--- src/rtl/wdog_pkg.sv ---
package wdog_pkg;
   localparam int RATE_W    = 3;
   localparam int NUM_CODES = 1 << RATE_W;
   localparam int MAX_LOG2  = 24;

   typedef struct packed {
      logic              dbg_stop;
      logic              wait_stop;
      logic              win;
      logic [RATE_W-1:0] rate;
   } wdog_ctl_t;

   // log2 of the full-scale period for each rate code; 0 for the off code
   function automatic int base_log2(input int code);
      case (code)
         1:       return 14;
         2:       return 16;
         3:       return 18;
         4:       return 20;
         5:       return 22;
         6:       return 23;
         7:       return 24;
         default: return 0;
      endcase
   endfunction
endpackage

--- src/rtl/wdog_ctl.sv ---
module wdog_ctl
   import wdog_pkg::*;
#(
   parameter logic [RATE_W-1:0] RST_RATE = '0,
   parameter logic              RST_WIN  = 1'b0
) (
   input  logic      clk,
   input  logic      rst_n,
   input  logic      special_mode,
   input  logic      wr,
   input  logic [7:0] wdata,
   output wdog_ctl_t ctl,
   output logic      locked,
   output logic      restart
);
   localparam int B_WIN  = RATE_W;
   localparam int B_WAIT = RATE_W + 1;
   localparam int B_DBG  = RATE_W + 2;
   localparam int B_MASK = RATE_W + 3;

   wdog_ctl_t         ctl_q, ctl_d;
   logic              locked_q, locked_d;
   logic [RATE_W-1:0] wr_rate;
   logic              open_wr;

   assign wr_rate = wdata[RATE_W-1:0];
   assign open_wr = special_mode || !locked_q;

   always_comb begin
      ctl_d    = ctl_q;
      locked_d = locked_q;
      restart  = 1'b0;
      if (wr) begin
         if (!wdata[B_MASK]) begin
            locked_d = 1'b1;
            if (special_mode) begin
               ctl_d.rate      = wr_rate;
               ctl_d.win       = wdata[B_WIN];
               ctl_d.wait_stop = wdata[B_WAIT];
            end else if (!locked_q) begin
               if (wr_rate != '0) ctl_d.rate = wr_rate;
               if (wdata[B_WIN])  ctl_d.win  = 1'b1;
               ctl_d.wait_stop = wdata[B_WAIT];
            end
            if (open_wr && wr_rate != '0) restart = 1'b1;
         end
         if (special_mode)      ctl_d.dbg_stop = wdata[B_DBG];
         else if (wdata[B_DBG]) ctl_d.dbg_stop = 1'b1;
         if (ctl_d.dbg_stop && !ctl_q.dbg_stop) restart = 1'b1;
      end
   end

   always_ff @(posedge clk) begin
      if (!rst_n) begin
         ctl_q    <= '{dbg_stop: 1'b0, wait_stop: 1'b0, win: RST_WIN, rate: RST_RATE};
         locked_q <= 1'b0;
      end else begin
         ctl_q    <= ctl_d;
         locked_q <= locked_d;
      end
   end

   assign ctl    = ctl_q;
   assign locked = locked_q;
endmodule

--- src/rtl/wdog_cnt.sv ---
module wdog_cnt
   import wdog_pkg::*;
#(
   parameter int EXP_SHRINK = 0,
   localparam int CNT_W     = MAX_LOG2 - EXP_SHRINK
) (
   input  logic              clk,
   input  logic              rst_n,
   input  logic [RATE_W-1:0] rate,
   input  logic              clear,
   input  logic              hold_zero,
   input  logic              freeze,
   output logic              expire,
   output logic              in_window,
   output logic [CNT_W-1:0]  cnt
);
   logic [CNT_W-1:0] last_tab [NUM_CODES];
   logic [CNT_W-1:0] open_tab [NUM_CODES];
   logic [CNT_W-1:0] cnt_q;
   logic             enabled, counting;

   for (genvar g = 0; g < NUM_CODES; g++) begin : g_rate
      localparam int LG = (g == 0) ? 2 : base_log2(g) - EXP_SHRINK;
      assign last_tab[g] = CNT_W'((64'd1 << LG) - 64'd1);
      assign open_tab[g] = CNT_W'((64'd1 << LG) - (64'd1 << (LG - 2)));
   end

   assign enabled   = (rate != '0);
   assign counting  = enabled && !hold_zero && !freeze;
   assign expire    = counting && (cnt_q == last_tab[rate]);
   assign in_window = (cnt_q >= open_tab[rate]);

   always_ff @(posedge clk) begin
      if (!rst_n)                                     cnt_q <= '0;
      else if (clear || expire || hold_zero || !enabled) cnt_q <= '0;
      else if (!freeze)                               cnt_q <= cnt_q + 1'b1;
   end

   assign cnt = cnt_q;
endmodule

--- src/rtl/wdog_key.sv ---
module wdog_key #(
   parameter logic [7:0] KEY_ARM  = 8'h55,
   parameter logic [7:0] KEY_FIRE = 8'hAA
) (
   input  logic       clk,
   input  logic       rst_n,
   input  logic       enabled,
   input  logic       win_mode,
   input  logic       in_window,
   input  logic       flush,
   input  logic       svc_wr,
   input  logic [7:0] svc_wdata,
   output logic       svc_restart,
   output logic       fault
);
   logic armed_q, armed_d, window_ok;

   assign window_ok = !win_mode || in_window;

   always_comb begin
      armed_d     = armed_q;
      svc_restart = 1'b0;
      fault       = 1'b0;
      if (svc_wr && enabled) begin
         if (svc_wdata == KEY_ARM && window_ok) begin
            armed_d = 1'b1;
         end else if (svc_wdata == KEY_FIRE && window_ok && armed_q) begin
            armed_d     = 1'b0;
            svc_restart = 1'b1;
         end else begin
            armed_d = 1'b0;
            fault   = 1'b1;
         end
      end
      if (flush) armed_d = 1'b0;
   end

   always_ff @(posedge clk) begin
      if (!rst_n) armed_q <= 1'b0;
      else        armed_q <= armed_d;
   end
endmodule

--- src/rtl/wdog_win.sv ---
module wdog_win
   import wdog_pkg::*;
#(
   parameter int                EXP_SHRINK = 0,
   parameter logic [RATE_W-1:0] RST_RATE   = '0,
   parameter logic              RST_WIN    = 1'b0,
   parameter logic [7:0]        KEY_ARM    = 8'h55,
   parameter logic [7:0]        KEY_FIRE   = 8'hAA
) (
   input  logic       clk,
   input  logic       rst_n,
   input  logic       special_mode,
   input  logic       wait_active,
   input  logic       debug_active,
   input  logic       ctl_wr,
   input  logic [7:0] ctl_wdata,
   output logic [7:0] ctl_rdata,
   input  logic       svc_wr,
   input  logic [7:0] svc_wdata,
   output logic       rst_req
);
   localparam int CNT_W = MAX_LOG2 - EXP_SHRINK;

   if (EXP_SHRINK < 0 || EXP_SHRINK > MAX_LOG2 - 14 + 2) begin : g_bad_shrink
      $error("EXP_SHRINK must keep every period at least four clocks");
   end
   if (KEY_ARM == KEY_FIRE) begin : g_bad_keys
      $error("arm and fire keys must differ");
   end

   wdog_ctl_t           ctl_w;
   logic                locked_w, ctl_restart, svc_restart, fault, expire, in_window;
   logic                clear_any, hold_zero, freeze, rst_req_q;
   logic [CNT_W-1:0]    cnt_w;
   logic [MAX_LOG2-1:0] cnt_ext;

   assign hold_zero = ctl_w.wait_stop && wait_active;
   assign freeze    = ctl_w.dbg_stop && debug_active;
   assign clear_any = ctl_restart || svc_restart || fault;
   assign cnt_ext   = MAX_LOG2'(cnt_w);

   wdog_ctl #(.RST_RATE(RST_RATE), .RST_WIN(RST_WIN)) u_ctl (
      .clk(clk), .rst_n(rst_n), .special_mode(special_mode),
      .wr(ctl_wr), .wdata(ctl_wdata),
      .ctl(ctl_w), .locked(locked_w), .restart(ctl_restart)
   );

   wdog_cnt #(.EXP_SHRINK(EXP_SHRINK)) u_cnt (
      .clk(clk), .rst_n(rst_n), .rate(ctl_w.rate), .clear(clear_any),
      .hold_zero(hold_zero), .freeze(freeze),
      .expire(expire), .in_window(in_window), .cnt(cnt_w)
   );

   wdog_key #(.KEY_ARM(KEY_ARM), .KEY_FIRE(KEY_FIRE)) u_key (
      .clk(clk), .rst_n(rst_n), .enabled(ctl_w.rate != '0),
      .win_mode(ctl_w.win), .in_window(in_window),
      .flush(expire || ctl_restart),
      .svc_wr(svc_wr), .svc_wdata(svc_wdata),
      .svc_restart(svc_restart), .fault(fault)
   );

   always_ff @(posedge clk) begin
      if (!rst_n) rst_req_q <= 1'b0;
      else        rst_req_q <= expire || fault;
   end

   assign rst_req   = rst_req_q;
   assign ctl_rdata = {2'b00, ctl_w.dbg_stop, ctl_w.wait_stop, ctl_w.win, ctl_w.rate};
endmodule

--- config.mk ---
export PLATFORM = sky130hd
export DESIGN_NAME = wdog_win
export DESIGN_NICKNAME = d
export VERILOG_FILES = /design/src/rtl/wdog_pkg.sv /design/src/rtl/wdog_ctl.sv /design/src/rtl/wdog_cnt.sv /design/src/rtl/wdog_key.sv /design/src/rtl/wdog_win.sv
export SDC_FILE = /design/constraint.sdc
export NUM_CORES = 1
export LEC_CHECK = 0
export CAP_MARGIN = 20
export CORE_ASPECT_RATIO = 0.5
export CORE_MARGIN = 2
export CORE_UTILIZATION = 55
export DETAILED_ROUTE_END_ITERATION = 10
export GPL_TIMING_DRIVEN = 0
export PLACE_DENSITY = 0.78
export SLEW_MARGIN = 20
export SYNTH_ARGS = -nofsm -noshare
export SYNTH_HDL_FRONTEND = slang
export SYNTH_SLANG_ARGS = --single-unit
--- constraint.sdc ---
create_clock -name clk -period 2.85 [get_ports clk]
set_input_delay 0.57 -clock clk [delete_from_list [all_inputs] [get_ports clk]]
set_output_delay 0.57 -clock clk [all_outputs]
set_load 0.05 [all_outputs]
==> flow_metrics.py <==
metrics = {
    "power": {
        "ir_drop_mv": 0.2453,
        "pwr-share-seq_pct": 42.1,
        "clockPowerShare_pct": 41.5,
        "internal_power_mw": 0.8360,
        "cellLeakagePower_nw": 0.9978,
        "swShare_pct": 26.71,
        "total_power_mw": 1.141,
        "p_switching_mw": 0.3047,
        "combPwrFrac_pct": 16.3,
        "power_density_mw_per_mm2": 396.6,
    },
    "setup_path": {
        "start_kind": "register",
        "crit_chain": "inv_1 > ha_1 > nand2_1 > ha_1 > nand4_1 > nor3_1 > o311a_1 > nor4b_4 > buf_4 > buf_6 > nor4_2",
        "cpMostUsedCell": "ha_1",
        "crit_arrival_ps": 2920,
        "endpoint_kind": "register",
        "cpPeakStageDelay_ps": 420,
        "cp_slowest_cell": "dfxtp_1",
        "worstSetupPathType": "reg -> reg",
        "path_max_fanout": 10,
        "cp_data_required_time_ps": 3050,
        "cp_top_family": "simple AND/OR/NAND/NOR gates",
        "crit_buf_inv": 3,
    },
    "finish": {
        "final_cell_mix": "nand2_1, dfxtp_1, clkdlybuf4s50_1",
        "syn_to_final_growth_pct": 20.68,
        "antennaDiodeCount": 0,
        "fin_cells": 355,
        "drive_gt1_share_pct": 16.94,
        "mostFrequentLayoutCell": "nand2_1",
        "regArea_sq_um": 661.9,
        "fillers": 298,
        "final_nets": 342,
        "multi_input_area_sq_mm": 0.001627,
    },
    "placed_design": {
        "io_buffers": 28,
        "placed_cells": 344,
        "dp_hpwl_um": 4419,
        "gp_congestion": 0.8785,
    },
    "yosys": {
        "synth.top_cell.area_share_pct": 27.72,
        "ys.flop_type": "dfxtp_1",
        "synthArstFlopShare_pct": 0,
        "ys_ff_latch": 33,
        "ys_seq_area_share_pct": 27.72,
        "netlist_top_cells_area": "dfxtp_1, nor4_2, ha_1, xnor2_1, nand2_1",
        "synth_edf_count": 0,
        "syn_area_per_cell_sq_um": 9.132,
        "synth_top_cell_by_area": "dfxtp_1",
        "synth_area_sq_mm": 0.002384,
        "syn_inst": 261,
        "synth_cell_types": 53,
        "yosys_warnings": 0,
    },
    "timing": {
        "slew_headroom_pct": 64.91,
        "hold_viol_final": 0,
        "clock_skew_ps": 5.584,
        "period_share_pct": 95.38,
        "worst_pin_slew_ps": 524.7,
        "drv_slew": 0,
        "rsz0062_at_grt": "no",
        "setup_viol": 0,
        "min_period_ps": 2718,
        "fmax_mhz": 367.9,
    },
    "global_routing": {
        "grt_max_degree": 11,
        "grt_busiest_layer": "met2",
        "grt_pass1_wl_um": 10100,
        "grt_use_met3_pct": 6.825,
        "gr-usage-met2_pct": 43.98,
        "grtUsageTotal_pct": 26.61,
        "grt_use_met1_pct": 34.07,
        "grt_pass1_vias": 2141,
        "grt-ovfl-total": 0,
        "antenna_found_initial": 0,
    },
    "clock_tree": {
        "cts-root-buf": "clkbuf_8",
        "clkTransAtPathRegs_ps": 70,
        "h-tree-depth": 2,
        "clk_latency_ps": 290,
        "cts_made_buffers": 5,
        "cts_tree": "done",
        "cts_sinks": 33,
        "ctsHoldBuffers": 0,
        "clk_path_buf_depth": 2,
    },
    "floorplanning": {
        "die_area_sq_mm": 0.004908,
        "dieHeight_um": 50.55,
        "rows": 16,
        "io_pins": 32,
        "die_w_um": 97.10,
        "core_area_sq_mm": 0.004024,
        "initial_core_util_pct": 59.24,
    },
    "detailed_routing": {
        "vias_per_cell": 6.141,
        "drt-total-wl_um": 6063,
        "drc": 0,
        "first_pass_iters": 5,
        "vias": 2180,
        "drt.antenna.violating_nets": 0,
        "drt_iter0_drc": 198,
        "avgRoutedWirePerCell_um": 17.08,
    },
    "flow_run": {
        "maxCapViolCount": 0,
    },
    "outcome": {
        "status": "finished clean",
    },
    "hold_path": {
        "hp-class": "reg -> reg",
    },
}
## power groups by stage
| stage | clock, mW | sequential (mW) | combinational, mW |
|---|---|---|---|
| after CTS | 0.474 | 0.481 | 0.184 |
| after global routing | 0.495 | 0.483 | 0.200 |
| after floorplan | 0 | 0.505 | 0.0989 |
| after global placement | 0 | 0.491 | 0.177 |
| after detailed placement | 0 | 0.491 | 0.181 |
| final | 0.474 | 0.481 | 0.186 |
## sequential cells by signal (all words and copies together), names as in the netlist
| register | cells |
|---|---|
| u_cnt.cnt | 24 |
| u_ctl.locked | 1 |
| u_ctl.ctl | 6 |
| rst_req | 1 |
| u_key.armed_q | 1 |
## kinds of logic (layout without fill, tap and decap cells)
group           count (synthesis)  in the layout  synth area share [%]
flops                          33             33                 27.72
xor+xnor                       23             23                 8.451
fa+ha+maj                      19             19                 9.974
other cells                     1              2                0.1573
simple gates                  135            135                 39.11
compound gates                 28             28                 8.715
buf+inv                        18             57                 4.199
mux                             4              4                 1.680
## Yosys cell counts (all sizes together), types with 6 or more instances
library cell	n
dfxtp	33
xnor2	17
ha	19
inv	6
nand2	34
nand3	8
nor2	15
xor2	6
nand4	12
buf	10
nor3	11
a21oi	8
nor4	31
## final timing paths
check	startpoint	to	slack, ps	cells after the start
min reg2reg	u_ctl.locked	u_ctl.locked	490	2
max reg2reg	u_ctl.ctl[0]	u_cnt.cnt[21]	130	11
max	u_ctl.ctl[0]	u_cnt.cnt[21]	130	11
min	u_ctl.locked	u_ctl.locked	490	2
## worst reg2reg max path: stages, from the launching register on
cell and delay [ps]:
dfxtp_1 420, inv_1 110, ha_1 290, nand2_1 80
ha_1 310, nand4_1 180, nor3_1 280, o311a_1 280
nor4b_4 70, buf_4 180, buf_6 150, nor4_2 290
## layer usage
| metal | routed length [um] | vias up |
|---|---|---|
| li1 | - | 1051 |
| met1 | 2648 | 1003 |
| met2 | 2677 | 107 |
| met3 | 586 | 19 |
| met4 | 151 | 0 |
| met5 | 0 | - |
## cell type report
type,count,share of cell area (%)
Clock buffer,7,3.001
Timing Repair Buffer,31,10.53
Inverter,6,0.7829
Sequential cell,33,23.01
Tap cell,54,2.349
Multi-Input combinational cell,211,56.55
Clock inverter,1,1.044
Buffer,12,2.740
## stage by stage
stage	instance area, sq um	hold slack (ps)	utilization (%)	TNS, ps	setup slack (ps)
floorplan	2387	441.4	-	0	40.91
global placement	2735	455.4	67.97	0	5.676
detailed placement	2735	472.1	67.97	-459.0	-34.55
CTS	2874	490.5	71.42	0	52.44
global route	2877	548.3	71.49	0	21.20
finish	2877	491.8	71.49	0	131.6
## what timing repair did
action	4_1_cts	5_1_grt
setup buffers	3	0
resized for setup	0	3
gates cloned	0	0
setup endpoints to repair	20	24
pin swaps	1	0
Power figures use the tool's default switching activity.
